File: src/rtl/ser_stat_pkg.sv
package ser_stat_pkg;

   // End-of-access events decoded from the CPU strobe
   typedef struct packed {
      logic wr_data;   // transmit holding register loaded
      logic rd_data;   // receive holding register taken
      logic rd_stat;   // status register read
   } acc_evt_t;

   localparam int unsigned STAT_W   = 3;
   localparam int unsigned BIT_TXR  = 0;
   localparam int unsigned BIT_RXR  = 1;
   localparam int unsigned BIT_TXEC = 2;

endpackage

File: src/rtl/ser_stat_access.sv
module ser_stat_access
   import ser_stat_pkg::*;
#(
   parameter int unsigned ADDR_W    = 2,
   parameter int unsigned DATA_ADDR = 0,
   parameter int unsigned STAT_ADDR = 1
) (
   input  logic              clk,
   input  logic              rst,
   input  logic              cs_n,
   input  logic              rw_wr,
   input  logic [ADDR_W-1:0] addr,
   output acc_evt_t          evt,
   output logic              bus_oe
);

   if (ADDR_W < 1) begin : g_bad_w
      $error("ser_stat_access: ADDR_W must be at least 1");
   end
   if (DATA_ADDR == STAT_ADDR) begin : g_bad_map
      $error("ser_stat_access: data and status addresses must differ");
   end

   localparam logic [ADDR_W-1:0] DATA_A = ADDR_W'(DATA_ADDR);
   localparam logic [ADDR_W-1:0] STAT_A = ADDR_W'(STAT_ADDR);

   logic              cs_q;
   logic              rw_q;
   logic [ADDR_W-1:0] addr_q;
   logic              acc_end;

   always_ff @(posedge clk or posedge rst) begin
      if (rst) begin
         cs_q   <= 1'b1;
         rw_q   <= 1'b0;
         addr_q <= '0;
      end else begin
         cs_q <= cs_n;
         if (!cs_n) begin
            rw_q   <= rw_wr;
            addr_q <= addr;
         end
      end
   end

   // trailing edge of an access: strobe was low, now high
   assign acc_end = !cs_q && cs_n;

   always_comb begin
      evt         = '0;
      evt.wr_data = acc_end &&  rw_q && (addr_q == DATA_A);
      evt.rd_data = acc_end && !rw_q && (addr_q == DATA_A);
      evt.rd_stat = acc_end && !rw_q && (addr_q == STAT_A);
   end

   assign bus_oe = !cs_n && !rw_wr;

   p_idle_no_evt_r10: assert property (@(posedge clk) disable iff (rst)
      (cs_n && cs_q) |-> (evt == '0));

   p_one_evt_r10: assert property (@(posedge clk) disable iff (rst)
      $onehot0(evt));

endmodule

File: src/rtl/ser_stat_edge_sync.sv
module ser_stat_edge_sync #(
   parameter int unsigned STAGES = 2
) (
   input  logic clk,
   input  logic rst,
   input  logic line_n,
   output logic change
);

   if (STAGES < 2) begin : g_bad_stages
      $error("ser_stat_edge_sync: STAGES must be at least 2");
   end

   localparam int unsigned PRIME    = STAGES + 1;
   localparam int unsigned PRIME_CW = $clog2(PRIME + 1);

   logic [STAGES-1:0]   chain;
   logic                prev;
   logic [PRIME_CW-1:0] prime_cnt;
   logic                primed;

   always_ff @(posedge clk or posedge rst) begin
      if (rst) begin
         chain <= '1;
         prev  <= 1'b1;
      end else begin
         chain <= {chain[STAGES-2:0], line_n};
         prev  <= chain[STAGES-1];
      end
   end

   // mask the reset-time fill of the chain
   always_ff @(posedge clk or posedge rst) begin
      if (rst) begin
         prime_cnt <= '0;
      end else if (!primed) begin
         prime_cnt <= prime_cnt + 1'b1;
      end
   end

   assign primed = (prime_cnt == PRIME_CW'(PRIME));
   assign change = primed && (chain[STAGES-1] != prev);

   p_prime_hold_r9: assert property (@(posedge clk) disable iff (rst)
      primed |=> primed);

endmodule

File: src/rtl/ser_stat_irq.sv
module ser_stat_irq
   import ser_stat_pkg::*;
#(
   parameter int unsigned ADDR_W      = 2,
   parameter int unsigned DATA_ADDR   = 0,
   parameter int unsigned STAT_ADDR   = 1,
   parameter int unsigned SYNC_STAGES = 2,
   parameter int unsigned MODEM_LINES = 2
) (
   input  logic              clk,
   input  logic              rst,
   input  logic              cs_n,
   input  logic              rw_wr,
   input  logic [ADDR_W-1:0] addr,
   input  logic              tx_enable,
   input  logic              rx_enable,
   input  logic              thr_taken,
   input  logic              rx_char_done,
   input  logic              tx_idle_evt,
   input  logic              dsr_n,
   input  logic              dcd_n,
   output logic [STAT_W-1:0] stat_bits,
   output logic              bus_oe,
   output logic              tx_rdy_n,
   output logic              rx_rdy_n,
   output logic              txe_chg_n
);

   if (MODEM_LINES != 2) begin : g_bad_lines
      $error("ser_stat_irq: MODEM_LINES must be 2 (data set ready, carrier)");
   end

   acc_evt_t               evt;
   logic [MODEM_LINES-1:0] modem_in;
   logic [MODEM_LINES-1:0] modem_chg;
   logic                   thr_full;
   logic                   rx_q;
   logic                   temt_q;
   logic                   chg_q;

   ser_stat_access #(
      .ADDR_W   (ADDR_W),
      .DATA_ADDR(DATA_ADDR),
      .STAT_ADDR(STAT_ADDR)
   ) u_access (
      .clk   (clk),
      .rst   (rst),
      .cs_n  (cs_n),
      .rw_wr (rw_wr),
      .addr  (addr),
      .evt   (evt),
      .bus_oe(bus_oe)
   );

   assign modem_in = {dcd_n, dsr_n};

   for (genvar i = 0; i < MODEM_LINES; i++) begin : g_modem
      ser_stat_edge_sync #(.STAGES(SYNC_STAGES)) u_sync (
         .clk   (clk),
         .rst   (rst),
         .line_n(modem_in[i]),
         .change(modem_chg[i])
      );
   end

   // transmit holding register occupancy; a load wins over a take
   always_ff @(posedge clk or posedge rst) begin
      if (rst)              thr_full <= 1'b0;
      else if (evt.wr_data) thr_full <= 1'b1;
      else if (thr_taken)   thr_full <= 1'b0;
   end

   // receive ready; a new character wins over the read clear
   always_ff @(posedge clk or posedge rst) begin
      if (rst)               rx_q <= 1'b0;
      else if (!rx_enable)   rx_q <= 1'b0;
      else if (rx_char_done) rx_q <= 1'b1;
      else if (evt.rd_data)  rx_q <= 1'b0;
   end

   // transmitter-empty cause: removed only by loading the holding register
   always_ff @(posedge clk or posedge rst) begin
      if (rst)              temt_q <= 1'b0;
      else if (evt.wr_data) temt_q <= 1'b0;
      else if (tx_idle_evt) temt_q <= 1'b1;
   end

   // modem-change cause: removed by a status read
   always_ff @(posedge clk or posedge rst) begin
      if (rst)              chg_q <= 1'b0;
      else if (|modem_chg)  chg_q <= 1'b1;
      else if (evt.rd_stat) chg_q <= 1'b0;
   end

   always_comb begin
      stat_bits           = '0;
      stat_bits[BIT_TXR]  = tx_enable && !thr_full;
      stat_bits[BIT_RXR]  = rx_q;
      stat_bits[BIT_TXEC] = temt_q || chg_q;
   end

   assign tx_rdy_n  = !stat_bits[BIT_TXR];
   assign rx_rdy_n  = !stat_bits[BIT_RXR];
   assign txe_chg_n = !stat_bits[BIT_TXEC];

   p_load_clears_txr_r3: assert property (@(posedge clk) disable iff (rst)
      evt.wr_data |=> !stat_bits[BIT_TXR]);

   p_take_sets_txr_r3: assert property (@(posedge clk) disable iff (rst)
      (thr_taken && !evt.wr_data) |=> (stat_bits[BIT_TXR] || !tx_enable));

   p_read_clears_rxr_r5: assert property (@(posedge clk) disable iff (rst)
      (evt.rd_data && !rx_char_done) |=> !stat_bits[BIT_RXR]);

   p_rx_off_r6: assert property (@(posedge clk) disable iff (rst)
      !rx_enable |=> !stat_bits[BIT_RXR]);

   p_char_wins_r12: assert property (@(posedge clk) disable iff (rst)
      (rx_char_done && rx_enable) |=> stat_bits[BIT_RXR]);

   p_stat_read_keeps_temt_r7: assert property (@(posedge clk) disable iff (rst)
      (evt.rd_stat && temt_q && !evt.wr_data) |=> stat_bits[BIT_TXEC]);

   p_chg_sets_r8: assert property (@(posedge clk) disable iff (rst)
      (|modem_chg) |=> stat_bits[BIT_TXEC]);

endmodule

File: config.mk
export PLATFORM = sky130hd
export DESIGN_NAME = ser_stat_irq
export DESIGN_NICKNAME = d
export VERILOG_FILES = /design/src/rtl/ser_stat_pkg.sv /design/src/rtl/ser_stat_access.sv /design/src/rtl/ser_stat_edge_sync.sv /design/src/rtl/ser_stat_irq.sv
export SDC_FILE = /design/constraint.sdc
export NUM_CORES = 1
export LEC_CHECK = 0
export BUFFER_PORTS_ARGS = -buffer_cell sky130_fd_sc_hd__clkbuf_2
export CAP_MARGIN = 0
export CORE_MARGIN = 1
export CORE_UTILIZATION = 50
export CTS_CLUSTER_SIZE = 30
export DETAILED_ROUTE_END_ITERATION = 10
export PLACE_DENSITY_LB_ADDON = 0.12
export SYNTH_ARGS = -nofsm -noshare
export SYNTH_HDL_FRONTEND = slang
export SYNTH_HIERARCHICAL = 1
export SYNTH_SLANG_ARGS = --single-unit
File: constraint.sdc
create_clock -name clk -period 1.8 [get_ports clk]
set_input_delay 0.36 -clock clk [delete_from_list [all_inputs] [get_ports clk]]
set_output_delay 0.36 -clock clk [all_outputs]
set_load 0.005 [all_outputs]
# Yosys cells after proc, flatten, opt, wreduce, memory -nomap -nowiden
# Index checks and enable logic that the tools add are counted.
dict set report totals {
  elab_cells 54
  input_bits 13
  regBits 18
}
dict set report op_classes {
  eq_ne 6
  add_sub_neg 2
  muxes 9
  reduce_logical 24
}
# op n
set ops {}
lappend ops {{1-bit logical AND} 10}
lappend ops {{1-bit 2-to-1 mux} 9}
lappend ops {{1-bit zero test} 8}
lappend ops {{2-bit nonzero test} 3}
lappend ops {{2-bit by 1-bit adder with 2-bit output, second input constant} 2}
lappend ops {{2-bit == test, second input constant} 2}
lappend ops {{3-bit by 1-bit != test with 1-bit output, second input constant} 1}
lappend ops {{2-bit by 1-bit == test with 1-bit output, second input constant} 1}
lappend ops {{2-bit zero test} 1}
lappend ops {{1-bit != test} 2}
lappend ops {{2-bit OR reduction} 1}
lappend ops {{1-bit logical OR} 1}

# Longest topological paths before layout
# Gate-level depths: netlist of run 1.
dict set report logic_depth {
  word_depth 7
  ltp_mapped 4
}

# Cells and area by module
# Netlist of run 1, hierarchy kept.
# module area_each_um2 n_inst cells_each seq_area_each_um2
set by_module_without_submodules {}
lappend by_module_without_submodules {ser_stat_edge_sync 185.2 2 11 128.9}
lappend by_module_without_submodules {ser_stat_access 180.2 1 15 101.3}
lappend by_module_without_submodules {ser_stat_irq 177.7 1 20 100.1}

# Worst setup path before layout of run 1
# No wires, ideal clock.
dict set report synth_timing {
  path_type {register to register}
  startpoint {register g_modem[1].u_sync.prime_cnt[0]}
  endpoint {register chg_q}
  stages_incl_launch_ff 5
  arrival_ns 0.921
  setup_time_ns 0.127
  period_less_slack_ns 1.048
  setup_slack_ns 0.752
  path_cell_list {dfrtp_1 ha_1 and2_2 nor2_1 o21ai_0}
}
dict set report synth_via {
  elab_chain_cells 4
  elab_cells_between_ends 5
  classes_between {1 x eq/ne; 1 x mux; 3 x reduce/logical}
}
# element line
set synth_rtl {}
lappend synth_rtl {{from (decl)} ser_stat_edge_sync.sv:19} ;# logic [PRIME_CW-1:0] prime_cnt;
lappend synth_rtl {{from (signal assigned)} ser_stat_edge_sync.sv:37} ;# prime_cnt <= prime_cnt + 1'b1;
lappend synth_rtl {{2-bit == test (*)} ser_stat_edge_sync.sv:41} ;# assign primed = (prime_cnt == PRIME_CW'(PRIME));
lappend synth_rtl {{1-bit logical AND (*)} ser_stat_edge_sync.sv:42} ;# assign change = primed && (chain[STAGES-1] != prev);
lappend synth_rtl {{via modem_chg[1]} ser_stat_irq.sv:35} ;# logic [MODEM_LINES-1:0] modem_chg;
lappend synth_rtl {{2-bit OR reduction (*)} ser_stat_irq.sv:91} ;# else if (|modem_chg) chg_q <= 1'b1;
lappend synth_rtl {{1-bit 2-to-1 mux / 2-bit nonzero test (equally long branches)} -}
lappend synth_rtl {{to (signal assigned)} ser_stat_irq.sv:90} ;# if (rst) chg_q <= 1'b0;
lappend synth_rtl {{to (signal assigned)} ser_stat_irq.sv:91}
lappend synth_rtl {{to (signal assigned)} ser_stat_irq.sv:92} ;# else if (evt.rd_stat) chg_q <= 1'b0;
lappend synth_rtl {{to (decl)} ser_stat_irq.sv:39} ;# logic chg_q;
# The timed path passes the listed nets; every way through them passes the cells marked *.
# A chain may end at the register's enable or synchronous reset.

# Worst setup path in the final report of run 1
dict set report layout_timing {
  startpoint {register chg_q}
  endpoint {output port stat_bits[2]}
}
dict set report layout_via {
  elab_chain_cells 1
}
# element line
set layout_rtl {}
lappend layout_rtl {{1-bit logical OR} ser_stat_irq.sv:99} ;# stat_bits[BIT_TXEC] = temt_q || chg_q;
lappend layout_rtl {{to (decl)} ser_stat_irq.sv:22} ;# output logic [STAT_W-1:0] stat_bits,
# Every way passes these cells.

==> impl_metrics.env, run 1 <==
export IMPL_grt_start_max_net_pins=11
export IMPL_ir_worst_vdd_v=0.000467
export IMPL_start_kind="register"
export IMPL_worstMarginPinSlew_ns=0.407
export IMPL_syn_avg_cell_area_sq_um=12.8
export IMPL_grt_overflow_total=0
export IMPL_cts_resized=0
export IMPL_dr_total_vias=446
export IMPL_insertion_delay_ns=0.28
export IMPL_ant_nets=0
export IMPL_finalCritPeriodShare_pct=73.9
export IMPL_route_detailed_drc=0
export IMPL_worstSetupEndpointType="output pin"
export IMPL_maxSlewHeadroom_pct=72.6
export IMPL_grt_pass1_vias=365
export IMPL_cts_sinks=18
export IMPL_netlist_instances=57
export IMPL_place_congestion=0.623
export IMPL_maxCapViolCount=0
export IMPL_required_ns=1.44
export IMPL_die_h_um=40.2
export IMPL_worstPathCellList="nor2_1 > inv_1 > clkbuf_2"
export IMPL_drtIter0Drc=3
export IMPL_io_pins=20
export IMPL_post_cts_buffers=0
export IMPL_final_cells=95
export IMPL_viasPerCell=4.69
export IMPL_hold_path_class="input port to register"
export IMPL_fin_setup_tns_ns=0
export IMPL_synth_ff_latch_count=18
export IMPL_cp_max_fo=2
export IMPL_leakagePower_nw=0.442
export IMPL_synth_fp_nets=72
export IMPL_path_class="register to output pin"
export IMPL_cts_tree="yes"
export IMPL_h_tree_depth=1
export IMPL_ys_warn_count=6
export IMPL_power_density_mw_per_mm2=840
export IMPL_cts_root_buf="clkbuf_4"
export IMPL_slowest_stage="dfrtp_1"
export IMPL_slowest_delay_ns=0.39
export IMPL_cts_buffers_inserted=3
export IMPL_syn_cell_area_sq_um=728
export IMPL_holdWs_ns=0.151
export IMPL_cp_arrival_ns=0.97
export IMPL_clk_pin_slew_ns=0.09
export IMPL_postRouteWirelength_um=1030
export IMPL_final_util_pct=66.0
export IMPL_grt_pass1_wl_um=1440
export IMPL_hold_viol_final=0
export IMPL_core_area_sq_mm=0.00133
export IMPL_area_growth_pct=21.0
export IMPL_ys_types=20
export IMPL_die_area_sq_mm=0.00161
export IMPL_clk_path_buf_depth=2
export IMPL_dp_hpwl_um=817
export IMPL_fin_crit_ns=1.33
export IMPL_clock_fmax_mhz=751
export IMPL_maxSlewViolCount=0
export IMPL_die_w_um=40.2
export IMPL_initial_utilization_pct=54.6
export IMPL_finClkSkew_ns=0.00411
export IMPL_status="complete, no violations"
export IMPL_fillers=107
export IMPL_portBuffers=19
export IMPL_diodes=0
export IMPL_dp_cells=90
export IMPL_antenna_found_initial=0
export IMPL_drtPass1Iterations=2
export IMPL_grtUsageTotal_pct=14.8
export IMPL_finalSetupViolations=0
export IMPL_ys_seq_area_share_pct=63.1
export IMPL_fp_row_count=13
export IMPL_finalPower_mw=0.740
export IMPL_cts_hold_buf=1
export IMPL_drive_gt1_share_pct=47.5
export IMPL_final_nets=96
export IMPL_post_drt_wl_per_cell_um=10.8
export IMPL_grt_setup_unrepaired="false"
[placed cells by master, fill, tap and decap left out]
master         count
dlygate4sd3_1      1
nor2b_1            1
xnor2_1            2
mux2_2             2
clkbuf_2          19
nand2b_1           1
mux2_4             2
nand2b_2           1
xor2_1             2
dfrtp_1           11
clkbuf_8           1
a21o_1             1
o21ai_0            2
nor2_1             5
nand2_1            1
inv_1             10
o21a_1             1
and2_2             2
nor4_1             2
nor4b_2            1
ha_1               2
dfstp_2            7
clkbuf_4           3
[through the flow]
stage          instance area (sq um)  setup slack, ns
3_5_place_dp                     835            0.609
5_1_grt                          881            0.363
6_report                         881            0.469
2_1_floorplan                    728            0.752
3_3_place_gp                     835            0.648
4_1_cts                          881            0.441
[metal layers]
layer / up-vias / wire length, um / track usage (%) / share of wire (%)
met5: - / 0 / 0 / 0
met4: 0 / 15 / 12.9 / 1.5
met2: 12 / 506 / 22.2 / 49
li1: 225 / - / - / -
met1: 207 / 463 / 16.7 / 45
met3: 2 / 39 / 5.00 / 3.8
[path summary, 6_finish.rpt]
check	start	slack (ns)	depth (start not counted)	to
max in group asynchronous	rst	1.02	3	g_modem[1].u_sync/prev
min	dsr_n	0.15	1	g_modem[0].u_sync/chain[0]
max reg2reg	g_modem[1].u_sync/prime_cnt[0]	0.69	4	chg_q
max	chg_q	0.47	3	stat_bits[2]
min reg2reg	g_modem[0].u_sync/chain[0]	0.36	0	g_modem[0].u_sync/chain[1]
min in group asynchronous	rst	0.52	3	u_access/rw_q
[Yosys cell counts]
cell	count	share of area, %
ha_1	2	3.4
a21o_1	1	1.0
nor2_1	5	2.6
mux2_2	2	3.1
nand2b_2	1	1.2
dfrtp_1	11	38
nand2_1	1	0.51
nand2b_1	1	0.86
dfstp_2	7	25
xnor2_1	2	2.4
nor4_1	2	1.7
buf_4	1	1.0
mux2_4	2	4.1
nor4b_2	1	2.1
xor2_1	2	2.4
and2_2	2	2.1
nor2b_1	1	0.86
o21a_1	1	1.0
inv_1	10	5.2
o21ai_0	2	1.4
[worst max-delay path: cells and delay by family (launching register included)]
family,cells,cell delay [ns]
flip-flops,1,0.39
buffers and inverters,2,0.15
AND/OR/NAND/NOR,1,0.14
[power by group]
part / switching, mW / internal [mW]
registers: 0.0121 / 0.429
clock network: 0.115 / 0.123
logic: 0.0273 / 0.0340
total: 0.154 / 0.586
[layout make-up]
type	instances	area [sq um]	area share (%)
Clock buffer	4	36.3	4.12
Tap cell	15	18.8	2.13
Inverter	10	37.5	4.26
Sequential cell	18	459	52.1
Timing Repair Buffer	20	105	11.9
Multi-Input combinational cell	28	224	25.4
[sequential cells by signal, summed over array words and instances (netlist names)]
name / flops
g_modem.u_sync/chain: 4
g_modem.u_sync/prime_cnt: 4
g_modem.u_sync/prev: 2
u_access/addr_q: 2
chg_q: 1
rx_q: 1
temt_q: 1
thr_full: 1
u_access/cs_q: 1
u_access/rw_q: 1
[logic make-up after synthesis]
| kind of cell | count (synthesis) | share of synthesized area (%) |
|---|---|---|
| compound gates | 4 | 3.44 |
| xor+xnor | 4 | 4.81 |
| fa+ha+maj | 2 | 3.44 |
| buf+inv | 11 | 6.19 |
| flops | 18 | 63.1 |
| mux | 4 | 7.22 |
| simple gates | 14 | 11.9 |
Power figures use the tool's default switching activity.
==> run 2: changes to the inputs <==
--- a/config.mk
+++ b/config.mk
@@ -5,10 +5,11 @@
 export SDC_FILE = /design/constraint.sdc
 export NUM_CORES = 1
 export LEC_CHECK = 0
+export ABC_AREA = 1
 export BUFFER_PORTS_ARGS = -buffer_cell sky130_fd_sc_hd__clkbuf_2
 export CAP_MARGIN = 0
 export CORE_MARGIN = 1
-export CORE_UTILIZATION = 50
+export CORE_UTILIZATION = 49
 export CTS_CLUSTER_SIZE = 30
 export DETAILED_ROUTE_END_ITERATION = 10
 export PLACE_DENSITY_LB_ADDON = 0.12
==> constraint.sdc (replaced) <==
create_clock -name clk -period 1.37 [get_ports clk]
set_input_delay 0.274 -clock clk [delete_from_list [all_inputs] [get_ports clk]]
set_output_delay 0.274 -clock clk [all_outputs]
set_load 0.005 [all_outputs]
==> run 2 against run 1 <==
Via count is 12% higher. Synthesized area grew 1.2%. Die area up 3.1%. Flip-flop and latch count is the same. Critical path depth is the same. Utilization fell by 0.70 points. First-iteration DRC count grew 130%. Clock-buffer cell count is the same. Final area grew 0.14%. Register-to-register slack got worse by 0.37 ns. Critical path type unchanged. Largest cell class unchanged.
==> impl_metrics.env, run 2 <==
export IMPL_start_kind="register"
export IMPL_insertion_delay_ns=0.28
export IMPL_io_pins=20
export IMPL_drtIter0Drc=7
export IMPL_diodes=0
export IMPL_viasPerCell=4.42
export IMPL_clk_pin_slew_ns=0.10
export IMPL_route_detailed_drc=0
export IMPL_post_drt_wl_per_cell_um=9.56
export IMPL_r2r_start="g_modem[1].u_sync/prime_cnt[0]"
export IMPL_final_cells=113
export IMPL_leakagePower_nw=0.462
export IMPL_post_cts_buffers=0
export IMPL_place_ws_ns=0.317
export IMPL_area_growth_pct=19.7
export IMPL_synth_ff_latch_count=18
export IMPL_postRouteWirelength_um=1080
export IMPL_final_nets=114
export IMPL_worstPathCellList="nor2_2 > inv_1 > clkbuf_2"
export IMPL_clock_fmax_mhz=815
export IMPL_netlist_instances=76
export IMPL_grt_pass1_vias=426
export IMPL_grtUsageTotal_pct=15.8
export IMPL_crit_path_start="chg_q"
export IMPL_slowest_delay_ns=0.41
export IMPL_cts_resized=0
export IMPL_initial_utilization_pct=54.6
export IMPL_fin_setup_tns_ns=0
export IMPL_hold_viol_final=0
export IMPL_critPathBufInv=2
export IMPL_h_tree_depth=1
export IMPL_reg2reg_to="chg_q"
export IMPL_cts_sinks=18
export IMPL_synth_common_cells="inv_1, nor2_1, dfrtp_1"
export IMPL_reg_largest_list="g_modem.u_sync/chain x4, g_modem.u_sync/prime_cnt x4"
export IMPL_maxCapViolCount=0
export IMPL_die_h_um=40.8
export IMPL_syn_avg_cell_area_sq_um=9.70
export IMPL_required_ns=1.10
export IMPL_fp_row_count=13
export IMPL_setup_ws_ns=0.143
export IMPL_power_density_mw_per_mm2=1100
export IMPL_finClkSkew_ns=0.00492
export IMPL_cp_max_fo=2
export IMPL_synth_edf_count=0
export IMPL_synth_top_area_share_pct=37.4
export IMPL_yosysTopAreaCell="dfrtp_1"
export IMPL_worstSetupEndpointType="output pin"
export IMPL_cts_tree="yes"
export IMPL_rr_worst_depth=5
export IMPL_dp_hpwl_um=905
export IMPL_cp_arrival_ns=0.95
export IMPL_portBuffers=19
export IMPL_dp_cells=108
export IMPL_place_congestion=0.708
export IMPL_antenna_found_initial=0
export IMPL_grt_start_max_net_pins=11
export IMPL_layout_common_cells="clkbuf_2, inv_1, nor2_1, dfrtp_1, nand2_1"
export IMPL_cts_root_buf="clkbuf_4"
export IMPL_drtPass1Iterations=4
export IMPL_drive_gt1_share_pct=33.7
export IMPL_ant_nets=0
export IMPL_path_class="register to output pin"
export IMPL_clk_path_buf_depth=2
export IMPL_hold_path_class="input port to register"
export IMPL_slowest_stage="dfrtp_1"
export IMPL_yosysMostFrequentCell="inv_1"
export IMPL_die_area_sq_mm=0.00166
export IMPL_critPathCapture="stat_bits[2]"
export IMPL_maxSlewHeadroom_pct=88.7
export IMPL_die_w_um=40.8
export IMPL_cts_hold_buf=1
export IMPL_min_from="dcd_n"
export IMPL_core_area_sq_mm=0.00135
export IMPL_syn_cell_area_sq_um=737
export IMPL_ys_flop_type="dfrtp_1"
export IMPL_ys_seq_area_share_pct=62.3
export IMPL_finalCritPeriodShare_pct=89.6
export IMPL_dpl_cell_area_sq_um=836
export IMPL_ys_warn_count=6
export IMPL_fin_crit_ns=1.23
export IMPL_grt_overflow_total=0
export IMPL_grt_pass1_wl_um=1640
export IMPL_fin_area_sq_um=882
export IMPL_synth_area_leaders="dfrtp_1, dfstp_2, inv_1"
export IMPL_ir_worst_vdd_v=0.000797
export IMPL_synth_fp_nets=91
export IMPL_regToRegSetupSlack_ns=0.32
export IMPL_worstMarginPinSlew_ns=0.168
export IMPL_cts_buffers_inserted=3
export IMPL_synthArstFlopShare_pct=100
export IMPL_finalSetupViolations=0
export IMPL_final_common_cell="clkbuf_2"
export IMPL_cp_depth=3
export IMPL_crit_family="flip-flops"
export IMPL_status="complete, no violations"
export IMPL_grt_setup_unrepaired="false"
export IMPL_ys_types=15
export IMPL_dr_total_vias=500
export IMPL_maxSlewViolCount=0
run 2: cell types whose count changed in the layout (fill, tap and decap cells not counted), sizes merged, moves of 4 or more:
cell,previous run,this run
nand2,1,10
inv,10,18
nor2,5,14
a21oi,0,4
mux2,4,0
run 2: kinds of logic (layout without fill, tap and decap cells):
| group | count (synthesis) | after routing | synth area share [%] |
|---|---|---|---|
| AOI/OAI and AO/OA | 8 | 8 | 5.77 |
| xor gates and xnor gates | 2 | 2 | 2.38 |
| adders and majority gates | 2 | 2 | 3.40 |
| buffers and inverters | 20 | 42 | 11.2 |
| DFF | 18 | 18 | 62.3 |
| and+or+nand+nor | 26 | 26 | 14.9 |
run 2: metrics by stage:
step	utilization (%)	total power [mW]	hold WS (ns)
4_1_cts	65.3	0.981	0.0590
5_1_grt	65.3	1.02	0.0503
3_3_place_gp	61.9	0.659	0.195
3_5_place_dp	61.9	0.663	0.201
6_report	65.3	0.968	0.0652
2_1_floorplan	-	0.630	0.0394
run 2: cell type report:
| cell class | count | area (sq um) |
|---|---|---|
| clock buffers | 4 | 36.3 |
| inverters | 18 | 67.6 |
| flip-flops and latches | 18 | 459 |
| multi-input cells | 38 | 195 |
| fillers | 127 | 468 |
| well taps | 15 | 18.8 |
| repair buffers | 20 | 105 |
run 2: power breakdown:
| part | internal [mW] | switching, mW |
|---|---|---|
| Sequential | 0.562 | 0.0109 |
| Combinational | 0.0354 | 0.0451 |
| Clock | 0.161 | 0.153 |
| Total | 0.759 | 0.209 |
run 2: worst min path at each step:
stage,to,slack [ns],cells after the start
2_1_floorplan,u_access/addr_q[0],0.04,1
3_3_place_gp,u_access/addr_q[0],0.19,2
3_5_place_dp,temt_q,0.20,2
4_1_cts,g_modem[1].u_sync/chain[0],0.06,1
5_1_grt,g_modem[0].u_sync/chain[0],0.05,1
6_report,g_modem[1].u_sync/chain[0],0.07,1
run 2: metal layers:
layer	vias up	wire (um)	track usage, %	part of all wire [%]
met5	-	0	0	0
met2	14	513	25.4	48
met4	0	12	7.50	1.1
met1	220	494	20.1	46
li1	264	-	-	-
met3	2	58	3.26	5.4
==> run 3: changes to the inputs <==
--- a/config.mk
+++ b/config.mk
@@ -5,11 +5,10 @@
 export SDC_FILE = /design/constraint.sdc
 export NUM_CORES = 1
 export LEC_CHECK = 0
-export ABC_AREA = 1
 export BUFFER_PORTS_ARGS = -buffer_cell sky130_fd_sc_hd__clkbuf_2
 export CAP_MARGIN = 0
 export CORE_MARGIN = 1
-export CORE_UTILIZATION = 49
+export CORE_UTILIZATION = 48
 export CTS_CLUSTER_SIZE = 30
 export DETAILED_ROUTE_END_ITERATION = 10
 export PLACE_DENSITY_LB_ADDON = 0.12
==> run 3 against run 2 <==
Clock-buffer cell count unchanged. Highest routed layer unchanged. Fmax down 1.8%. Non-clock buffer count unchanged. Final area down 1.3%. Hold slack worse by 0.0058 ns. Largest power group unchanged. Utilization down 0.83 points. Global-route usage down 1.7 points. Cell count down 16%.
==> impl_metrics.env, run 3 (synthesis gave the netlist of run 1 again) <==
export IMPL_status="complete, no violations"
export IMPL_grtUsageTotal_pct=14.1
export IMPL_clk_path_buf_depth=2
export IMPL_place_congestion=0.636
export IMPL_finalSetupViolations=0
export IMPL_io_pins=20
export IMPL_die_w_um=41.0
export IMPL_finClkSkew_ns=0.00615
export IMPL_hold_depth=1
export IMPL_dp_hpwl_um=745
export IMPL_dr_total_vias=431
export IMPL_leakagePower_nw=0.436
export IMPL_reg_largest_list="g_modem.u_sync/chain x4, g_modem.u_sync/prime_cnt x4"
export IMPL_antenna_found_initial=0
export IMPL_drtIter0Drc=5
export IMPL_cp_arrival_ns=0.98
export IMPL_core_area_sq_mm=0.00135
export IMPL_hold_viol_final=0
export IMPL_postRouteWirelength_um=979
export IMPL_cp_max_fo=2
export IMPL_finalCritPeriodShare_pct=91.2
export IMPL_grt_overflow_total=0
export IMPL_rr_worst_depth=4
export IMPL_drive_gt1_share_pct=46.3
export IMPL_path_class="register to output pin"
export IMPL_diodes=0
export IMPL_area_growth_pct=19.6
export IMPL_die_h_um=41.0
export IMPL_cts_hold_buf=1
export IMPL_grt_pass1_wl_um=1320
export IMPL_cts_buffers_inserted=3
export IMPL_clock_fmax_mhz=800
export IMPL_final_util_pct=64.5
export IMPL_post_cts_buffers=0
export IMPL_dp_cells=90
export IMPL_h_tree_depth=1
export IMPL_holdWs_ns=0.0595
export IMPL_cts_root_buf="clkbuf_4"
export IMPL_grt_setup_unrepaired="false"
export IMPL_final_common_cell="clkbuf_2"
export IMPL_wl_met1_um=452
export IMPL_worstMarginPinSlew_ns=0.417
export IMPL_ir_worst_vdd_v=0.000656
export IMPL_maxSlewViolCount=0
export IMPL_drtPass1Iterations=2
export IMPL_required_ns=1.10
export IMPL_maxCapViolCount=0
export IMPL_worstSetupEndpointType="output pin"
export IMPL_insertion_delay_ns=0.29
export IMPL_maxSlewHeadroom_pct=71.9
export IMPL_route_detailed_drc=0
export IMPL_final_cells=95
export IMPL_final_nets=96
export IMPL_top_layer="met4"
export IMPL_grt_pass1_vias=316
export IMPL_post_drt_wl_per_cell_um=10.3
export IMPL_clk_pin_slew_ns=0.09
export IMPL_fp_row_count=13
export IMPL_hold_path_class="input port to register"
export IMPL_fin_crit_ns=1.25
export IMPL_viasPerCell=4.54
export IMPL_cts_sinks=18
export IMPL_portBuffers=19
export IMPL_routed_wl_met2_um=437
export IMPL_initial_utilization_pct=53.9
export IMPL_finalPower_mw=0.922
export IMPL_cts_tree="yes"
export IMPL_grt_start_max_net_pins=11
export IMPL_fin_setup_tns_ns=0
export IMPL_layout_common_cells="clkbuf_2, dfrtp_1, inv_1, dfstp_2, nor2_1"
export IMPL_power_density_mw_per_mm2=1060
export IMPL_die_area_sq_mm=0.00168
export IMPL_start_kind="register"
export IMPL_ant_nets=0
export IMPL_cts_resized=0
export IMPL_met3_length_um=48
==> run 3: changes by cell type in the layout (fill, tap and decap cells not counted), sizes merged, moves of 2 or more <==
cell / before / now
nand2: 10 / 1
a21oi: 4 / 0
nor4: 0 / 2
nand3: 2 / 0
mux2: 0 / 4
nor2: 14 / 5
and2: 0 / 2
inv: 18 / 10
xor2: 0 / 2
nand2b: 0 / 2
==> run 3: where the power goes <==
part,switching [mW],leakage (nW),internal (mW)
Combinational,0.0352,0.232,0.0447
Sequential,0.0156,0.188,0.564
Clock,0.150,0.0150,0.113
Total,0.201,0.436,0.722
==> run 3: layout make-up <==
cell class / count / area [sq um]
clock buffers: 4 / 26.3
fillers: 103 / 479
inverters: 10 / 37.5
multi-input cells: 28 / 224
flip-flops and latches: 18 / 459
well taps: 15 / 18.8
repair buffers: 20 / 105
==> run 3: critical path, cell delays in order, from the launching register on <==
cell	delay [ns]
dfrtp_1	0.38
nand2b_1	0.15
inv_1	0.05
clkbuf_2	0.10
==> run 3: path summary, 6_finish.rpt <==
path | startpoint | to | slack (ns)
setup / recovery | thr_full | stat_bits[0] | 0.12
max in group asynchronous | rst | g_modem[1].u_sync/chain[1] | 0.69
min in group asynchronous | rst | u_access/rw_q | 0.42
hold reg to reg | g_modem[0].u_sync/chain[0] | g_modem[0].u_sync/chain[1] | 0.36
setup reg to reg | g_modem[1].u_sync/prime_cnt[0] | chg_q | 0.25
hold / removal | dcd_n | g_modem[1].u_sync/chain[0] | 0.06
==> run 3: layer usage <==
metal | global-route usage (%) | up-vias
met5 | 0 | -
met4 | 15.0 | 0
met3 | 4.89 | 5
met2 | 19.5 | 15
met1 | 16.0 | 186
li1 | - | 225
==> run 3: through the flow <==
| stage | instance area (sq um) | worst slack, ns |
|---|---|---|
| after floorplan | 728 | 0.322 |
| after global placement | 835 | 0.277 |
| after detailed placement | 835 | 0.235 |
| after CTS | 871 | 0.0981 |
| after global routing | 871 | 0.0124 |
| final | 871 | 0.120 |
